### src/rtl/csi_map_pkg.sv
package csi_map_pkg;
  typedef enum logic [1:0] {
    CHK_OK        = 2'd0,
    CHK_DC_ACTIVE = 2'd1,
    CHK_BAD_COUNT = 2'd2
  } chk_cause_t;
endpackage

### src/rtl/vsi_vector_decode.sv
module vsi_vector_decode #(
  parameter int NUM_LEGS = 3,
  localparam int GW = 2 * NUM_LEGS
) (
  input  logic [NUM_LEGS-1:0] upper,
  output logic [GW-1:0]       active_word,
  output logic                is_null
);
  logic [NUM_LEGS-1:0] s;
  logic [NUM_LEGS-1:0] up_on;
  logic [NUM_LEGS-1:0] lo_on;

  // Leg p conducts on top when it is high and its successor low,
  // and on the bottom for the opposite pattern.
  for (genvar p = 0; p < NUM_LEGS; p++) begin : g_leg
    localparam int NXT = (p + 1) % NUM_LEGS;
    assign s[p]     = upper[NUM_LEGS-1-p];
    assign up_on[p] = upper[NUM_LEGS-1-p] & ~upper[NUM_LEGS-1-NXT];
    assign lo_on[p] = ~upper[NUM_LEGS-1-p] & upper[NUM_LEGS-1-NXT];
    assign active_word[GW-1-p]       = up_on[p];
    assign active_word[NUM_LEGS-1-p] = lo_on[p];
  end

  assign is_null = (&s) | ~(|s);
endmodule

### src/rtl/null_leg_selector.sv
module null_leg_selector #(
  parameter int NUM_LEGS  = 3,
  parameter bit ROTATE    = 1'b1,
  parameter int FIXED_LEG = 0,
  localparam int GW    = 2 * NUM_LEGS,
  localparam int PTR_W = (NUM_LEGS > 1) ? $clog2(NUM_LEGS) : 1
) (
  input  logic             clk,
  input  logic             rst,
  input  logic             tick,
  output logic [PTR_W-1:0] leg,
  output logic [GW-1:0]    null_word
);
  if (ROTATE) begin : g_rotate
    logic [PTR_W-1:0] ptr_q;
    always_ff @(posedge clk) begin
      if (rst)
        ptr_q <= '0;
      else if (tick)
        ptr_q <= (ptr_q == PTR_W'(NUM_LEGS - 1)) ? '0 : ptr_q + 1'b1;
    end
    assign leg = ptr_q;

    // pointer advances by one leg, with wrap, on a tick
    a_r7_advance: assert property (@(posedge clk) disable iff (rst)
      tick |=> (leg == (($past(leg) == PTR_W'(NUM_LEGS - 1)) ? '0 : $past(leg) + 1'b1)));
    // pointer holds without a tick
    a_r7_hold: assert property (@(posedge clk) disable iff (rst)
      !tick |=> $stable(leg));
    // pointer always names an existing leg
    a_r6_leg_range: assert property (@(posedge clk) disable iff (rst)
      leg < PTR_W'(NUM_LEGS));
  end else begin : g_fixed
    logic unused_in;
    assign unused_in = clk ^ rst ^ tick;
    assign leg = PTR_W'(FIXED_LEG);
  end

  for (genvar p = 0; p < NUM_LEGS; p++) begin : g_code
    assign null_word[GW-1-p]       = (leg == PTR_W'(p));
    assign null_word[NUM_LEGS-1-p] = (leg == PTR_W'(p));
  end
endmodule

### src/rtl/gate_guard.sv
module gate_guard
  import csi_map_pkg::*;
#(
  parameter int NUM_LEGS = 3,
  localparam int GW    = 2 * NUM_LEGS,
  localparam int CNT_W = $clog2(GW + 1)
) (
  input  logic          clk,
  input  logic          rst,
  input  logic [GW-1:0] active_word,
  input  logic          is_null,
  input  logic          dc_req,
  input  logic [GW-1:0] null_word,
  output logic [GW-1:0] gate_q,
  output logic          dc_q,
  output logic          fault_q
);
  localparam logic [GW-1:0] RST_WORD =
    (GW'(1) << (GW - 1)) | (GW'(1) << (NUM_LEGS - 1));

  logic [GW-1:0]    cand;
  logic             cand_dc;
  logic [CNT_W-1:0] ones;
  chk_cause_t       cause;

  always_comb begin
    cand    = is_null ? null_word : active_word;
    cand_dc = is_null & dc_req;
    ones    = '0;
    for (int i = 0; i < GW; i++) ones = ones + CNT_W'(cand[i]);
    if (!is_null && dc_req)
      cause = CHK_DC_ACTIVE;
    else if (ones != CNT_W'(2))
      cause = CHK_BAD_COUNT;
    else
      cause = CHK_OK;
  end

  // A single register stage replaces the whole word at once.
  always_ff @(posedge clk) begin
    if (rst) begin
      gate_q  <= RST_WORD;
      dc_q    <= 1'b0;
      fault_q <= 1'b0;
    end else if (cause != CHK_OK) begin
      gate_q  <= null_word;
      dc_q    <= 1'b0;
      fault_q <= 1'b1;
    end else begin
      gate_q  <= cand;
      dc_q    <= cand_dc;
      fault_q <= 1'b0;
    end
  end

  // never an open current path
  a_r9_two_bits: assert property (@(posedge clk) disable iff (rst)
    $countones(gate_q) == 2);
  // dc switch closes only over a shorted leg
  a_r5_dc_null_only: assert property (@(posedge clk) disable iff (rst)
    dc_q |-> (gate_q[GW-1:NUM_LEGS] == gate_q[NUM_LEGS-1:0]));
  // illegal request is flagged and the dc switch is kept open
  a_r8_fault_flag: assert property (@(posedge clk) disable iff (rst)
    (!is_null && dc_req) |=> (fault_q && !dc_q));
  // fault output is a shorted-leg code
  a_r8_fault_safe: assert property (@(posedge clk) disable iff (rst)
    fault_q |-> (gate_q[GW-1:NUM_LEGS] == gate_q[NUM_LEGS-1:0]));
  // dc request on a zero vector passes through
  a_r4_dc_pass: assert property (@(posedge clk) disable iff (rst)
    (is_null && dc_req) |=> dc_q);
endmodule

### src/rtl/csi_gate_mapper.sv
module csi_gate_mapper #(
  parameter int NUM_LEGS  = 3,
  parameter bit ROTATE    = 1'b1,
  parameter int FIXED_LEG = 0,
  localparam int GW    = 2 * NUM_LEGS,
  localparam int PTR_W = (NUM_LEGS > 1) ? $clog2(NUM_LEGS) : 1
) (
  input  logic                clk,
  input  logic                rst,
  input  logic [NUM_LEGS-1:0] vsi_upper,
  input  logic                vsi_dc,
  input  logic                carrier_tick,
  output logic [GW-1:0]       csi_gate,
  output logic                csi_dc,
  output logic                fault
);
  logic [GW-1:0]    active_word;
  logic [GW-1:0]    null_word;
  logic             is_null;
  logic [PTR_W-1:0] leg;

  vsi_vector_decode #(.NUM_LEGS(NUM_LEGS)) u_decode (
    .upper       (vsi_upper),
    .active_word (active_word),
    .is_null     (is_null)
  );

  null_leg_selector #(
    .NUM_LEGS  (NUM_LEGS),
    .ROTATE    (ROTATE),
    .FIXED_LEG (FIXED_LEG)
  ) u_select (
    .clk       (clk),
    .rst       (rst),
    .tick      (carrier_tick),
    .leg       (leg),
    .null_word (null_word)
  );

  gate_guard #(.NUM_LEGS(NUM_LEGS)) u_guard (
    .clk         (clk),
    .rst         (rst),
    .active_word (active_word),
    .is_null     (is_null),
    .dc_req      (~vsi_dc),
    .null_word   (null_word),
    .gate_q      (csi_gate),
    .dc_q        (csi_dc),
    .fault_q     (fault)
  );

  // a legal input never raises the flag on the next output
  a_r10_no_false_fault: assert property (@(posedge clk) disable iff (rst)
    (is_null || vsi_dc) |=> !fault);
endmodule

### config.mk
export PLATFORM = sky130hd
export DESIGN_NAME = csi_gate_mapper
export DESIGN_NICKNAME = d
export VERILOG_FILES = /design/src/rtl/csi_map_pkg.sv /design/src/rtl/vsi_vector_decode.sv /design/src/rtl/null_leg_selector.sv /design/src/rtl/gate_guard.sv /design/src/rtl/csi_gate_mapper.sv
export SDC_FILE = /design/constraint.sdc
export NUM_CORES = 1
export LEC_CHECK = 0
export BUFFER_PORTS_ARGS = -buffer_cell sky130_fd_sc_hd__buf_2
export CORE_AREA = 10 10 48 50
export DETAILED_ROUTE_END_ITERATION = 16
export DIE_AREA = 0 0 58 60
export GPL_TIMING_DRIVEN = 0
export PLACE_DENSITY = 0.68
export SYNTH_ARGS = -nofsm -noshare
export SYNTH_HDL_FRONTEND = slang
export SYNTH_SLANG_ARGS = --single-unit
### constraint.sdc
create_clock -name clk -period 3 [get_ports clk]
set_input_delay 0 -clock clk [delete_from_list [all_inputs] [get_ports clk]]
set_output_delay 0 -clock clk [all_outputs]
set_load 0.02 [all_outputs]
==> summary.log <==
qor: die.start_util 42.60%
qor: die.die-height 60 um
qor: yosys.netlist_top_cells_area dfxtp_1 (33%), fa_1 (9.8%), nor2_1 (4.9%)
qor: yosys.synth-edff-count 0
qor: sta.final-hold-violation-count 0
qor: routing.ant_nets 0
qor: pwr.power.internal 0.3368 mW
qor: global_route.globalRoute.busiestLayer met2
qor: die.die-width 58 um
qor: global_route.antenna_found_initial 0
qor: sta.final.min_clock_period 3.185 ns
qor: pwr.leakage 0.3860 nW
qor: sta.final_max_slew_viol_count 0
qor: setup_path.worst-endpoint-required 3.15 ns
qor: final_layout.areaGrowthSynthToFinish 48.67%
qor: worst_hold_path.hold_class in -> reg
qor: yosys.synth_common_cells dfxtp_1 (10), nor2_1 (8), inv_1 (6), a21oi_1 (5), o21a_1 (4)
qor: clock_tree.tritoncts_buffers 3
qor: routing.detail_route.drc_violations 0
qor: sta.grt_setup_unrepaired true
qor: sta.timing.final.ws_setup -0.1848 ns
qor: setup_path.critical_path_arrival 3.33 ns
qor: setup_path.timing.setup.critical_path_class reg -> reg
qor: sta.maxSlewHeadroom 69.15%
qor: sta.setup_viol 7
qor: yosys.syn_nets 77
qor: placed_design.buffer_ports.inserted 12
qor: yosys.portion_of_the_post_synthesis_area_used_by_sequential_elements 32.72%
qor: final_layout.design.final.nets 101
qor: yosys.synth_cells 66
qor: clock_tree.clk_transition_reported_paths 0.06 ns
qor: yosys.syn-cell-area 611.8 um2
qor: pwr.fin_total_pwr 0.5180 mW
qor: sta.tightestPinTransition 0.4602 ns
qor: global_route.grt_max_degree 11
qor: routing.drt_wl_total 1498 um
qor: routing.drt-wirelength-per-cell 14.27 um
qor: clock_tree.ctsHtreeMaxLevel 1
qor: setup_path.worst_path_max_fanout 5
qor: global_route.grt_use_met3 5.720%
qor: yosys.most_frequent_cell_after_synthesis dfxtp_1
qor: global_route.global_route_wire_length_before_repair 2470 um
qor: pwr.pwr_density_cell 569.5 nW/um2
qor: global_route.grt.met2_usage 16.72%
qor: pwr.switching_share 34.98%
qor: final_layout.fillers 132
qor: routing.first_iter_violations 1
qor: global_route.groute.layer.met1.usage 8.273%
qor: die.core_area 1436 um2
qor: clock_tree.clkLatencyLatePin 0.27 ns
qor: pwr.switchingPower 0.1812 mW
qor: global_route.final_global_route_overflow_total 0
qor: yosys.synthFlopType dfxtp_1
qor: yosys.synth.lib_cells_used.distinct 30
qor: placed_design.hpwl 1054 um
qor: run_status.failed_checks setup timing
qor: clock_tree.cts_tree built
qor: run_status.status complete, but fails checks
qor: die.std_cell_rows 14
qor: yosys.postSynthRegisterBits 10
qor: clock_tree.clockBufferDepth 2
qor: clock_tree.ctsRootBufferMaster clkbuf_4
qor: placed_design.post_dp_cell_area 754.5 um2
qor: pwr.max-vdd-ir-drop 0.2971 mV
qor: sta.timing.setup.tns -1.076 ns
qor: setup_path.start_kind register
qor: sta.max_clock_freq 0.3140 GHz
qor: final_layout.design_area 909.6 um2
qor: sta.fin_worst_skew 0.009536 ns
qor: yosys.async_reset_ff_share 0%
qor: yosys.yosys.area.top_type_share 32.72%
qor: pwr.comb_power_share 45.7%
qor: routing.viasPerCell 5.362
qor: routing.vias 563
qor: routing.detail_route.first_pass.iterations 4
qor: die.total_die_area 3480 um2
qor: job.timing.max_cap.violations 0
qor: global_route.groute.usage.overall 9.271%
qor: yosys.post-synth-top-area-cell dfxtp_1
qor: pwr.pwr-share-seq 30.7%
qor: final_layout.proportion_of_layout_cells_with_a_drive_suffix_above_1 52.81%
qor: clock_tree.cts_sinks 10
qor: yosys.synth.avg_cell_area 9.270 um2
qor: final_layout.num_antenna_cells 0
qor: placed_design.dp_worst_setup_slack -0.2945 ns
qor: die.ioPinCount 15
qor: global_route.first_global_vias 577
qor: setup_path.critical_path.endpoint_type register
qor: yosys.yosys_warnings 0
qor: placed_design.routabilityCongestion 0.7450
qor: pwr.p_clk_share 23.5%
qor: sta.layout_worst_path_cycle_share 106.2%
power groups by stage:
| stage | Combinational, mW | Clock, mW | Sequential (mW) |
|---|---|---|---|
| finish | 0.237 | 0.122 | 0.159 |
| global route | 0.258 | 0.132 | 0.162 |
| CTS | 0.234 | 0.125 | 0.160 |
| detailed placement | 0.197 | 0 | 0.162 |
| global placement | 0.188 | 0 | 0.162 |
| floorplan | 0.125 | 0 | 0.187 |
through the flow:
step	cells	utilization (%)	hold slack [ns]
after floorplan	66	-	0.06270
after global placement	94	52.53	0.2231
after detailed placement	94	52.53	0.2220
after CTS	105	62.89	0.007699
after global routing	105	63.33	0.01310
final	105	63.33	0.01446
timing repair:
item,4_1_cts,5_1_grt
hold buffers,1,0
pin swaps,3,1
resized for setup,9,1
cloned,1,0
endpoints found under the hold margin,1,0
setup buffers,5,0
setup endpoints to repair,8,8
worst max-delay path, cell delays in order (launching register included):
cell      delay, ns
dfxtp_4        0.39
nand2b_4       0.16
o22ai_4        0.07
ha_4           0.28
inv_2          0.03
fa_1           0.49
inv_2          0.04
fa_2           0.37
fa_1           0.51
nor3b_4        0.28
o31ai_4        0.17
a221oi_2       0.19
o21bai_1       0.09
routing by layer:
layer	vias to the layer above	share of wire, %
met5	-	0
met4	0	1.5
li1	280	-
met1	260	39
met3	4	7.1
met2	19	53
cells in the final DEF, fill, tap and decap left out, drive strengths merged, types with 2 or more instances in the layout:
cell type / instances
a21boi: 2
o31ai: 2
clkbuf: 4
buf: 20
o22ai: 3
nand2: 2
o21a: 4
nor2: 8
nor3: 2
o21bai: 2
dfxtp: 10
inv: 6
fa: 3
nand2b: 2
a21oi: 5
path summary, 6_finish.rpt:
check | startpoint | endpoint | slack [ns] | depth (start not counted)
setup / recovery | u_select.leg[1] | u_guard.gate_q[5] | -0.18 | 12
setup reg to reg | u_select.leg[1] | u_guard.gate_q[5] | -0.18 | 12
hold / removal | carrier_tick | u_select.leg[0] | 0.01 | 3
hold reg to reg | u_select.leg[1] | u_select.leg[1] | 0.61 | 2
cell families after synthesis:
logic type               Yosys count  synth area share, %
AND/OR/NAND/NOR                   20                18.41
AO/OA/AOI/OAI                     21                25.97
multiplexers                       2                3.476
flip-flops                        10                32.72
buffers and inverters              9                7.566
adder cells (fa/ha/maj)            4                11.86
cell type report:
cell class	count	area, um2	area share, %
Buffer	3	23.77	2.613
Clock buffer	4	36.28	3.989
Inverter	6	22.52	2.476
Multi-Input combinational cell	48	491.7	54.06
Sequential cell	10	207.7	22.83
Tap cell	16	20.02	2.201
Timing Repair Buffer	18	107.6	11.83
registers in the layout, summed over array words and instances, names as in the netlist:
register,cells
u_guard.dc_q,1
u_guard.fault_q,1
u_guard.gate_q,6
u_select.leg,2
Note: power is estimated with default switching activity, not from simulation.
